<file path="src/rtl/sp_pkg.sv">
package sp_pkg;
  typedef enum logic [2:0] {
    SP_HOLD   = 3'd0,
    SP_LOAD   = 3'd1,
    SP_PUSH   = 3'd2,
    SP_PULL   = 3'd3,
    SP_ADD    = 3'd4,
    SP_LOWRST = 3'd5
  } sp_op_e;
endpackage

</file>
<file path="src/rtl/sp_op_decode.sv">
module sp_op_decode
  import sp_pkg::*;
(
  input  logic   load_i,
  input  logic   push_i,
  input  logic   pull_i,
  input  logic   add_i,
  input  logic   lowrst_i,
  output sp_op_e op_o,
  output logic   collide_o
);
  logic [3:0] minor;
  logic       multi;

  assign minor = {push_i, pull_i, add_i, lowrst_i};
  assign multi = (minor & (minor - 4'd1)) != 4'd0;

  always_comb begin
    collide_o = 1'b0;
    op_o      = SP_HOLD;
    if (load_i) begin
      op_o = SP_LOAD;
    end else if (multi) begin
      collide_o = 1'b1;
    end else begin
      unique case (1'b1)
        push_i:   op_o = SP_PUSH;
        pull_i:   op_o = SP_PULL;
        add_i:    op_o = SP_ADD;
        lowrst_i: op_o = SP_LOWRST;
        default:  op_o = SP_HOLD;
      endcase
    end
  end
endmodule

</file>
<file path="src/rtl/sp_next_calc.sv">
module sp_next_calc
  import sp_pkg::*;
#(
  parameter int AW    = 16,
  parameter int IW    = 8,
  parameter int LOW_W = 8
) (
  input  sp_op_e        op_i,
  input  logic [AW-1:0] sp_i,
  input  logic [IW-1:0] imm_i,
  input  logic [AW-1:0] load_val_i,
  output logic [AW-1:0] next_o,
  output logic [AW-1:0] addr_o
);
  localparam int EXT_W = AW - IW;

  logic [AW-1:0] inc_v;
  logic [AW-1:0] dec_v;
  logic [AW-1:0] ofs_v;

  assign inc_v = sp_i + AW'(1);
  assign dec_v = sp_i - AW'(1);
  assign ofs_v = {{EXT_W{imm_i[IW-1]}}, imm_i};

  always_comb begin
    next_o = sp_i;
    unique case (op_i)
      SP_LOAD:   next_o = load_val_i;
      SP_PUSH:   next_o = dec_v;
      SP_PULL:   next_o = inc_v;
      SP_ADD:    next_o = sp_i + ofs_v;
      SP_LOWRST: next_o = {sp_i[AW-1:LOW_W], {LOW_W{1'b1}}};
      default:   next_o = sp_i;
    endcase
  end

  assign addr_o = (op_i == SP_PULL) ? inc_v : sp_i;
endmodule

</file>
<file path="src/rtl/stack_ptr_unit.sv">
module stack_ptr_unit
  import sp_pkg::*;
#(
  parameter int          AW        = 16,
  parameter int          IW        = 8,
  parameter int          LOW_W     = 8,
  parameter logic [15:0] RESET_VAL = 16'h00FF
) (
  input  logic          clk,
  input  logic          rst,
  input  logic          push_i,
  input  logic          pull_i,
  input  logic          add_i,
  input  logic          load_i,
  input  logic          lowrst_i,
  input  logic [IW-1:0] imm_i,
  input  logic [AW-1:0] load_val_i,
  output logic [AW-1:0] addr_o,
  output logic [AW-1:0] sp_o,
  output logic          collide_o
);
  sp_op_e        op;
  logic [AW-1:0] sp_q;
  logic [AW-1:0] sp_d;

  sp_op_decode u_dec (
    .load_i    (load_i),
    .push_i    (push_i),
    .pull_i    (pull_i),
    .add_i     (add_i),
    .lowrst_i  (lowrst_i),
    .op_o      (op),
    .collide_o (collide_o)
  );

  sp_next_calc #(.AW(AW), .IW(IW), .LOW_W(LOW_W)) u_calc (
    .op_i       (op),
    .sp_i       (sp_q),
    .imm_i      (imm_i),
    .load_val_i (load_val_i),
    .next_o     (sp_d),
    .addr_o     (addr_o)
  );

  always_ff @(posedge clk) begin
    if (rst) sp_q <= AW'(RESET_VAL);
    else     sp_q <= sp_d;
  end

  assign sp_o = sp_q;
endmodule

</file>
<file path="config.mk">
export PLATFORM = sky130hd
export DESIGN_NAME = stack_ptr_unit
export DESIGN_NICKNAME = d
export VERILOG_FILES = /design/src/rtl/sp_pkg.sv /design/src/rtl/sp_op_decode.sv /design/src/rtl/sp_next_calc.sv /design/src/rtl/stack_ptr_unit.sv
export SDC_FILE = /design/constraint.sdc
export NUM_CORES = 1
export LEC_CHECK = 0
export ABC_CLOCK_PERIOD_IN_PS = 7550
export BUFFER_PORTS_ARGS = -buffer_cell sky130_fd_sc_hd__buf_4
export CAP_MARGIN = 20
export CELL_PAD_IN_SITES_DETAIL_PLACEMENT = 0
export CELL_PAD_IN_SITES_GLOBAL_PLACEMENT = 2
export CORE_UTILIZATION = 32
export CTS_CLUSTER_SIZE = 10
export DETAILED_ROUTE_END_ITERATION = 10
export PLACE_DENSITY = 0.9
export SYNTH_ARGS = -nofsm -noshare
export SYNTH_HDL_FRONTEND = slang
export SYNTH_SLANG_ARGS = --single-unit
</file>
<file path="constraint.sdc">
create_clock -name clk -period 7.55 [get_ports clk]
set_clock_uncertainty 0.05 [all_clocks]
set_input_delay 1.1325 -clock clk [delete_from_list [all_inputs] [get_ports clk]]
set_output_delay 1.1325 -clock clk [all_outputs]
set_load 0.02 [all_outputs]
</file>
## Word level (Yosys, flattened, before mapping)

Cells that the tools add are included.

| storage, ports and cells | value |
|---|---|
| register bits | 16 |
| bits of input ports | 31 |
| output and inout bits | 33 |
| word-level logic and storage cells | 24 |

| cells by class | value |
|---|---|
| $add $sub $neg | 4 |
| equality and inequality tests | 5 |
| multiplexer cells | 7 |
| bitwise operators | 2 |
| reductions and logical operators | 4 |

Operator list:

| operator | count |
|---|---|
| $pmux 16 s5 | 1 |
| $add 16x1->16 const B | 1 |
| $add 16x16->16 | 1 |
| $mux 16 | 1 |
| $sub 16x1->16 const B | 1 |
| $pmux 3 s4 | 1 |
| $reduce_bool 4->1 | 2 |
| $eq 3x2->1 const B | 2 |
| $eq 3x3->1 const B | 2 |
| $mux 3 | 2 |
| $reduce_bool 5->1 | 1 |
| $and 4x4->4 | 1 |
| $sub 4x1->4 const B | 1 |
| $eq 3x1->1 const B | 1 |
| $mux 1 | 2 |
| $reduce_and 2->1 | 1 |
| $not 1->1 | 1 |

## Longest topological paths before layout

| logic depth | value |
|---|---|
| depth in word-level cells | 8 |
| depth in mapped cells | 13 |
| mapped depth without buffers | 11 |

## Hierarchy

From an unflattened synthesis, not the netlist that was laid out.

| second synthesis, totals | value |
|---|---|
| cells, all modules | 345 |
| area total of the unflattened synthesis | 2,596.2 µm² |

Modules (own cells, without submodules):

| module | instances | cells an instance | area each (µm²) | sequential area each (µm²) |
|---|---|---|---|---|
| sp_next_calc | 1 | 300 | 2,078.2 | 0.0 |
| stack_ptr_unit | 1 | 33 | 439.2 | 320.3 |
| sp_op_decode | 1 | 12 | 78.8 | 0.0 |

## Least setup slack after synthesis

OpenSTA, ideal clock, no wires.

| path | value |
|---|---|
| path type | input -> output |
| start point | input port add_i |
| end point | output port addr_o[9] |
| arrival | 2,936 ps |
| data required time | 6,367 ps |
| path slack | 3,432 ps |
| cell stages on the path | 7 |
| path buffers | 2 |
| path through | buf_2 or4b_1 nand2b_1 buf_2 nor3_2 nand3_1 xnor2_1 |

| between the ends | value |
|---|---|
| cells in the longest elaborated chain, start to end | 7 |
| elaborated cells between the ends (all ways) | 8 |
| those cells by class | add/sub (1); eq/ne (1); mux (4); bitwise (1); reduce/logical (1) |

RTL lines:

| what | line | text |
|---|---|---|
| start, declared | stack_ptr_unit.sv:13 | `input logic add_i,` |
| $sub 4x1->4 | sp_op_decode.sv:16 | `assign multi = (minor & (minor - 4'd1)) != 4'd0;` |
| $and 4x4->4 | sp_op_decode.sv:16 |  |
| $reduce_bool 4->1 | sp_op_decode.sv:16 |  |
| $mux 3 (*) | sp_op_decode.sv:23 | `end else if (multi) begin` |
| $mux 3 (*) | sp_op_decode.sv:21 | `if (load_i) begin` |
| $eq 3x2->1 (*) | sp_next_calc.sv:37 | `assign addr_o = (op_i == SP_PULL) ? inc_v : sp_i;` |
| $mux 16 (*) | sp_next_calc.sv:37 |  |
| end, declared | stack_ptr_unit.sv:18 | `output logic [AW-1:0] addr_o,` |

Every way passes the cells marked *; elsewhere a longest branch is shown, timed or not.

## Worst setup path in the final report

| path | value |
|---|---|
| start point | input port add_i |
| end point | output port addr_o[14] |

The elaborated chain is that of the path after synthesis.

==> impl_metrics.csv <==
group,metric,value,unit
finish,largest_reg_flops,16,
synth,synthArstFlopShare,0,
placed_design,dp_hpwl,6340,um
clock_network,clockBufferDepth,2,
synth,syn_inst,334,
floorplanning,core_area,0.00725,mm2
floorplanning,die_w,88.8,um
clock_network,post_cts_buffers,0,
worst_setup_path,setup.worst_path.start_class,"input port",
timing,hold_viol,0,
floorplanning,ios,64,
worst_setup_path,critPathArrivalTime,3.47,ns
finish,diodes,0,
worst_hold_path,hp-start,"sp_o[10]",
floorplanning,fp-row-count,31,
synth,synth_compound_area_frac,0.276,
timing,fin_crit,4.65,ns
synth,yosys.area_share.simple,0.252,
clock_network,clock-root-buffer,"clkbuf_8",
global_routing,track_usage,0.213,
finish,final_cell_mix,"buf_4, xnor2_1, nor2_1",
finish,layout_commonest_cell,"buf_4",
clock_network,cts_tree,"built",
clock_network,cts_max_level,1,
finish,area_delta_synth_final,23.8,%
detailed_routing,drtIter0Drc,177,
timing,max_freq,215,MHz
worst_hold_path,worstHoldPathType,"reg2reg",
worst_setup_path,critPathCaptureType,"output pin",
synth,synth_top_family_by_area,"compound AO/OA/AOI/OAI gates",
global_routing,grt_max_degree,22,
finish,layout-drive-gt1-share,0.193,
synth,synthMuxAreaShare,0.00882,
finish,nets,437,
synth,synth_edf_count,0,
detailed_routing,routed_wl,8030,um
placed_design,port_buffers,63,
worst_setup_path,r2r-end,"sp_o[4]",
timing,drv_slew,0,
pwr,p_leak,1.24,nW
synth,yosys_warnings,0,
pwr,p_per_area,138,mW/mm2
timing,final.setup.tns,0,ns
detailed_routing,antenna_left,0,
detailed_routing,first_pass_iters,4,
placed_design,dp_slack,2.92,ns
floorplanning,initial_core_util,0.332,
synth,yosys_register_bits,16,
timing,setup_viol_count_final,0,
floorplanning,chipHeight,88.8,um
global_routing,grt_pass1_vias,2526,
worst_hold_path,hold_end,"sp_o[10]",
clock_network,cts_buffers,3,
timing,fin_ws,2.90,ns
timing,tightest_slew,0.903,ns
synth,synth-adder-area-share,0.116,
worst_setup_path,criticalPathCategory,"in2out",
global_routing,overflow,0,
global_routing,antenna_found_initial,0,
clock_network,clock-sinks,16,
detailed_routing,viasPerCell,5.50,
worst_hold_path,holdPathStages,2,
worst_setup_path,cp_data_required_time,6.37,ns
worst_setup_path,crit_fanout,17,
clock_network,clock_latency,0.26,ns
worst_setup_path,r2r-start,"sp_o[0]",
worst_setup_path,r2r_slack,5.06,ns
worst_setup_path,r2r_cells,9,
synth,syn_area_per_cell,7.22,um2
synth,yosysSeqAreaShare,0.133,
synth,synth_top_flop_cell,"dfxtp_1",
synth,synth_cell_types,63,
timing,finalCritPeriodShare,0.616,
floorplanning,dieArea,0.00789,mm2
timing,rsz0062_at_grt,"false",
outcome,status,"finished clean",
detailed_routing,routedWlPerCell,16.6,um
pwr,vdd_ir_drop_max,0.0000803,V
clock_network,clkTransAtPathRegs,0.07,ns
detailed_routing,vias,2657,
synth,syn_nets,386,
clock_network,ctsHoldBuffers,0,
detailed_routing,drc,0,
synth,synthesis.area,0.00241,mm2
clock_network,cts_resized,0,
global_routing,grt_pass1_wl,12900,um
synth,synthXorXnorAreaFrac,0.145,
flow_run,cap_viol_max_count,0,
placed_design,place.gp.congestion,0.917,
timing,maxSlewHeadroom,0.396,
-- routing by layer --
layer	global-route usage	part of all wire	vias to the layer above
met4	0.0469	0.019	0
met5	0	0	-
met1	0.272	0.46	1230
li1	-	-	1337
met3	0.0280	0.047	10
met2	0.380	0.48	80
-- where the power goes --
group	internal [mW]	leakage [nW]	switching (mW)
sequential	0.0925	0.133	0.0204
clock	0.0464	0.0288	0.0344
combinational	0.0933	1.08	0.124
-- critical path, cell delays in order --
cell and delay, ns:
buf_4 0.14, or4b_1 0.55, nand2b_1 0.39, clkinv_1 0.42, nand2_1 0.15, nor4_1 0.36, xnor2_1 0.16, buf_4 0.16
-- final cells by class --
cell class | count | area (um2)
fill | 760 | 4270
timing repair buffer | 64 | 480
inverter | 22 | 82.6
clock buffer | 4 | 55.1
sequential | 16 | 320
tap | 99 | 124
multi-input combinational | 278 | 1920
-- logic make-up (layout without fill, tap and decap cells) --
kind of cell               after synthesis  after routing
and+or+nand+nor                        117            117
AOI/OAI and AO/OA                       98             98
buffers and inverters                   40             90
xor gates and xnor gates                39             39
adders and majority gates               22             22
DFF                                     16             16
muxes                                    2              2
-- per-stage QoR --
stage                      util  instance area (um2)  std cells  hold slack, ns  power, mW
after floorplan               -                 2410        334           0.556      0.256
after global placement    0.404                 2930        479           0.515      0.329
after detailed placement  0.404                 2930        479           0.517      0.330
after CTS                 0.412                 2990        483           0.527      0.412
after global routing      0.412                 2990        483           0.576      0.440
final                     0.412                 2990        483           0.526      0.411
-- cells in the mapped netlist, types with 5 or more instances --
library cell	number	area [um2]
o21a_1	5	37.5
dfxtp_1	16	320
nor4_1	8	50.1
a21oi_1	22	110
nor3_1	13	65.1
nand2_1	23	86.3
nor2_1	28	105
ha_1	20	250
buf_2	5	25.0
xnor2_1	29	254
o21ai_0	25	125
clkbuf_1	10	37.5
inv_1	20	75.1
a221o_1	6	60.1
xor2_1	9	78.8
o22ai_1	5	31.3
or3_1	8	50.1
nand3_1	11	55.1
-- how the worst max path moves through the flow --
stage / start / endpoint / cells past startpoint
finish: add_i / addr_o[14] / 8
global placement: add_i / addr_o[14] / 8
floorplan: add_i / addr_o[9] / 7
global route: add_i / addr_o[14] / 8
CTS: add_i / addr_o[14] / 8
detailed placement: add_i / addr_o[14] / 8
No activity file was read; power rests on OpenSTA's default activity.
